**config.mk**
```make
export PLATFORM = sky130hd
export DESIGN_NAME = spare_erase_detect
export DESIGN_NICKNAME = d
export VERILOG_FILES = /design/src/rtl/sdet_pkg.sv /design/src/rtl/sdet_tally.sv /design/src/rtl/spare_erase_detect.sv
export SDC_FILE = /design/constraint.sdc
export NUM_CORES = 1
export LEC_CHECK = 0
export CAP_MARGIN = 5
export CORE_ASPECT_RATIO = 1.75
export CORE_MARGIN = 3
export CORE_UTILIZATION = 29
export CTS_CLUSTER_DIAMETER = 200
export DETAILED_ROUTE_END_ITERATION = 16
export HOLD_SLACK_MARGIN = 0.08
export PLACE_DENSITY = 0.5
export SLEW_MARGIN = 25
export SYNTH_ARGS = -nofsm -noshare
export SYNTH_HDL_FRONTEND = slang
export SYNTH_SLANG_ARGS = --single-unit
```
**constraint.sdc**
```tcl
create_clock -name clk -period 2 [get_ports clk]
set_input_delay 0.4 -clock clk [delete_from_list [all_inputs] [get_ports clk]]
set_output_delay 0.4 -clock clk [all_outputs]
set_load 0.05 [all_outputs]
```
**src/rtl/sdet_pkg.sv**
```systemverilog
package sdet_pkg;

  localparam int unsigned BYTE_W = 8;

  // A byte is programmed when it differs from the blank pattern.
  function automatic logic byte_dirty(input logic [BYTE_W-1:0] b,
                                      input logic [BYTE_W-1:0] blank);
    return b != blank;
  endfunction

  // Increment that sticks at a ceiling.
  function automatic int unsigned sat_next(input int unsigned v,
                                           input int unsigned ceil);
    return (v < ceil) ? v + 1 : v;
  endfunction

  // Verdict for a closing beat: blank only with exact framing and tolerable misses.
  function automatic logic judge_blank(input int unsigned bytes_seen,
                                       input int unsigned misses,
                                       input int unsigned region,
                                       input int unsigned tolerance);
    return (bytes_seen == region) && (misses <= tolerance);
  endfunction

endpackage

```
**src/rtl/sdet_tally.sv**
```systemverilog
module sdet_tally #(
  parameter int unsigned W     = 7,
  parameter int unsigned LIMIT = 65
) (
  input  logic         clk,
  input  logic         rst_n,
  input  logic         zero,
  input  logic         bump,
  output logic [W-1:0] cnt_q
);
  always_ff @(posedge clk or negedge rst_n) begin
    if (!rst_n)     cnt_q <= '0;
    else if (zero)  cnt_q <= '0;
    else if (bump)  cnt_q <= W'(sdet_pkg::sat_next(32'(cnt_q), LIMIT));
  end
endmodule

```
**src/rtl/spare_erase_detect.sv**
```systemverilog
module spare_erase_detect #(
  parameter int unsigned REGION    = 64,
  parameter int unsigned TOLERANCE = 1,
  parameter logic [7:0]  BLANK     = 8'hFF
) (
  input  logic       clk,
  input  logic       rst_n,
  input  logic       start,
  input  logic       clear,
  input  logic       in_valid,
  input  logic [7:0] in_byte,
  input  logic       in_last,
  output logic       erased,
  output logic       frame_err,
  output logic       done,
  output logic [3:0] status
);
  localparam int unsigned BYTE_CEIL = REGION + 1;
  localparam int unsigned MISS_CEIL = TOLERANCE + 1;
  localparam int unsigned CW        = $clog2(BYTE_CEIL + 1);
  localparam int unsigned MW        = $clog2(MISS_CEIL + 1);

  logic          armed_q;
  logic          beat, closing, dirty, restart;
  logic [CW-1:0] byte_q;
  logic [MW-1:0] miss_q;
  int unsigned   bytes_after, miss_after;
  logic          v_blank, v_frame;

  assign restart = clear | start;
  assign beat    = armed_q & in_valid & ~restart;
  assign closing = beat & in_last;
  assign dirty   = sdet_pkg::byte_dirty(in_byte, BLANK);

  sdet_tally #(.W(CW), .LIMIT(BYTE_CEIL)) u_bytes (
    .clk(clk), .rst_n(rst_n), .zero(restart), .bump(beat), .cnt_q(byte_q));

  sdet_tally #(.W(MW), .LIMIT(MISS_CEIL)) u_miss (
    .clk(clk), .rst_n(rst_n), .zero(restart), .bump(beat & dirty), .cnt_q(miss_q));

  // Counts as they stand once the present beat is included.
  assign bytes_after = sdet_pkg::sat_next(32'(byte_q), BYTE_CEIL);
  assign miss_after  = dirty ? sdet_pkg::sat_next(32'(miss_q), MISS_CEIL) : 32'(miss_q);
  assign v_blank     = sdet_pkg::judge_blank(bytes_after, miss_after, REGION, TOLERANCE);
  assign v_frame     = bytes_after != REGION;

  always_ff @(posedge clk or negedge rst_n) begin
    if (!rst_n) begin
      armed_q   <= 1'b0;
      erased    <= 1'b0;
      frame_err <= 1'b0;
      done      <= 1'b0;
    end else if (clear) begin
      armed_q   <= 1'b0;
      erased    <= 1'b0;
      frame_err <= 1'b0;
      done      <= 1'b0;
    end else if (start) begin
      armed_q   <= 1'b1;
      erased    <= 1'b0;
      frame_err <= 1'b0;
      done      <= 1'b0;
    end else begin
      done <= closing;
      if (closing) begin
        armed_q   <= 1'b0;
        erased    <= v_blank;
        frame_err <= v_frame;
      end
    end
  end

  // Bit 1 is the position a neighbour decodes; bit 2 carries framing.
  assign status = {1'b0, frame_err, erased, 1'b0};
endmodule

```
==> key figures <==
Logic synthesis
  – Top cells by instance count after synthesis: dfrtp_1 (13), nor2_1 (12), a21oi_1 (7)
  – Seq cells post-synth: 13
  – Top_reg_cell synth: dfrtp_1
  – Cells after synthesis: 99
  – Count leader, synth: dfrtp_1
  – Largest cells by area after synthesis: dfrtp_1 (37%), buf_4 (5.1%), nor2_1 (5.1%), ha_1 (4.2%), a21oi_1 (4.0%)
  – Post-synth EDFFs: 0
  – Synth warn: 0
  – Unique cell type count in the Yosys netlist: 38
  – Cell accounting for the most synthesized area: dfrtp_1
  – Synth top area share: 36.7%
  – Asr flop ratio synth: 100%
  – Sequential fraction of the synthesis area: 36.7%
  – Syn Area/Cell: 8.95 um^2
  – Mapped cell area: 886 um^2

Worst setup path
  – WP data required: 1.60 ns
  – Startpoint Class: flip-flop
  – Crit path max-delay family: buffers and inverters
  – CP max stage cell: clkdlybuf4s50_1
  – Crit-path max cell delay: 0.81 ns
  – CP Capture Type: output pin
  – Critical Path Fanout Max: 3
  – Crit path kind: reg2out
  – Buffer and inverter count on the worst path: 1
  – WP data arrival: 1.40 ns
  – Crit path cell chain: clkdlybuf4s50_1

Detailed routing
  – Via count of the routed design: 769
  – WL per Instance: 13.7 um
  – Final WL: 2.00 mm
  – Vias per Instance: 5.27
  – DRT antenna net count: 0
  – TritonRoute pass-1 iters: 4
  – Detailed Route Iter0 Violations: 9
  – DR DRC count: 0

Clock tree
  – # hold bufs at CTS: 0
  – Post-CTS resize count: 0
  – Clock Sinks: 13
  – Max Buffers Root-to-Sink: 2
  – Clock root cell: clkbuf_8
  – CTS Buf Count: 3
  – Htree depth: 1
  – Post-CTS Setup Bufs: 0
  – Worst skew pair latency: 0.24 ns
  – TritonCTS clock tree: done
  – Worst-path clk slew: 0.05 ns

Timing
  – Final Hold Fails: 0
  – RSZ-0062 raised after global routing: no
  – Worst Max-Slew Pin Slew: 0.501 ns
  – Fmax: 554 MHz
  – Minimum clock period: 1.80 ns
  – Fin Setup TNS: 0 ns
  – Clock Skews: 0.00333 ns
  – Final setup violation count: 0
  – Worst rel slew slack: 66.5%
  – Max-slew violation total from the final report: 0
  – Final setup margin: 0.196 ns
  – Tcrit/Tclk final: 90.2%

Status
  – Status: finished clean

GRT
  – GRT Util Overall: 12.3%
  – Initial antenna violation count: 0
  – Global-route wire length before repair: 3.39 mm
  – Vias in the first global route: 802
  – Total congestion overflow: 0
  – Largest net degree at the start of global routing: 14

Floorplan
  – Initial Util: 31.5%
  – Die footprint: 3780 um^2
  – Site Rows: 25
  – Core area: 2820 um^2
  – Die width: 47.8 um
  – I/O pins: 21
  – Die span in y: 79.1 um

Final layout
  – Net count reported at finish: 137
  – Layout cells sized above 1: 16.8%
  – Layout area overhead: 26.1%
  – N_diodes: 0
  – # fillers: 296

Power and ir drop
  – PD cells: 509 nW/um^2
  – Peak supply drop: 0.279 mV
  – Leakage power: 0.485 nW

Placement
  – Buffers on Ports: 18
  – Dpl hpwl: 1.65 mm
  – Placer Congestion: 0.771
  – Pre-CTS setup slack: 0.211 ns

Worst hold path
  – Hold WC Path Type: in2async

Flow run
  – Max-Cap Viols: 0
per-stage QoR:
stage,power (mW),hold WS [ns],std cells,area [um^2],utilization [%]
after floorplan,0.312,0.104,100,890,-
after global placement,0.348,0.518,142,1070,38.1
after detailed placement,0.349,0.531,142,1070,38.1
after CTS,0.580,0.477,146,1120,39.7
after global routing,0.597,0.479,146,1120,39.7
final,0.569,0.470,146,1120,39.7
logic make-up (layout without fill, tap and decap cells):
logic type,count (synthesis),count (layout),share of synthesized area (%)
other,1,2,0.423
flip-flops,13,13,36.7
AND/OR/NAND/NOR,43,43,25.7
buffers and inverters,15,34,12.0
AO/OA/AOI/OAI,19,19,16.0
XOR/XNOR,5,5,4.94
adder cells (fa/ha/maj),3,3,4.24
routing by layer:
metal,track usage [%],up-vias,part of all wire (%)
met2,22.0,16,58
met1,12.7,369,36
li1,-,380,-
met5,0,-,0
met3,2.49,4,3.6
met4,5.12,0,2.2
registers in the layout (all words and copies together), names as in the netlist:
| register | cells |
|---|---|
| armed_q | 1 |
| done | 1 |
| erased | 1 |
| frame_err | 1 |
| u_bytes.cnt_q | 7 |
| u_miss.cnt_q | 2 |
power breakdown:
part           switching (mW)  internal [mW]  leakage (nW)
sequential            0.00223          0.267         0.180
clock                  0.0857          0.140        0.0228
combinational          0.0387         0.0359         0.282
worst paths after layout:
| check | cells after the start | startpoint | slack (ns) | end |
|---|---|---|---|---|
| worst max-delay path | 1 | frame_err$_DFFE_PN0P_ | 0.20 | status[2] |
| min in group clk | 2 | erased$_DFFE_PN0P_ | 0.53 | erased$_DFFE_PN0P_ |
| worst min-delay path | 2 | rst_n | 0.47 | u_bytes.cnt_q[2]$_DFFE_PN0P_ |
| worst min register to register | 2 | erased$_DFFE_PN0P_ | 0.53 | erased$_DFFE_PN0P_ |
| worst max register to register | 5 | u_bytes.cnt_q[5]$_DFFE_PN0P_ | 0.35 | u_bytes.cnt_q[0]$_DFFE_PN0P_ |
| max in group asynchronous | 2 | rst_n | 1.36 | u_bytes.cnt_q[5]$_DFFE_PN0P_ |
layout make-up:
class                      count  area (um^2)  area share (%)
multi-input combinational     72          458            41.0
inverter                       4         15.0            1.34
timing repair buffer          26          240            21.5
sequential                    13          325            29.1
tap                           27         33.8            3.02
clock buffer                   4         45.0            4.03
cell usage in the layout, fill, tap and decap left out, types with 2 or more instances in the layout:
cell type / Yosys / layout
nor2_1: 12 / 12
conb_1: 1 / 2
xor2_1: 3 / 3
nand4_1: 3 / 3
o21ai_0: 4 / 4
nand2_1: 6 / 6
clkdlybuf4s50_1: 0 / 18
inv_1: 4 / 4
nor4_1: 2 / 2
ha_1: 3 / 3
dfrtp_1: 13 / 13
clkbuf_8: 1 / 3
a21oi_1: 7 / 7
xnor2_1: 2 / 2
buf_4: 6 / 8
nor3_1: 3 / 3
nand3_1: 6 / 6
or2_2: 2 / 2
No activity file was read; power rests on OpenSTA's default activity.
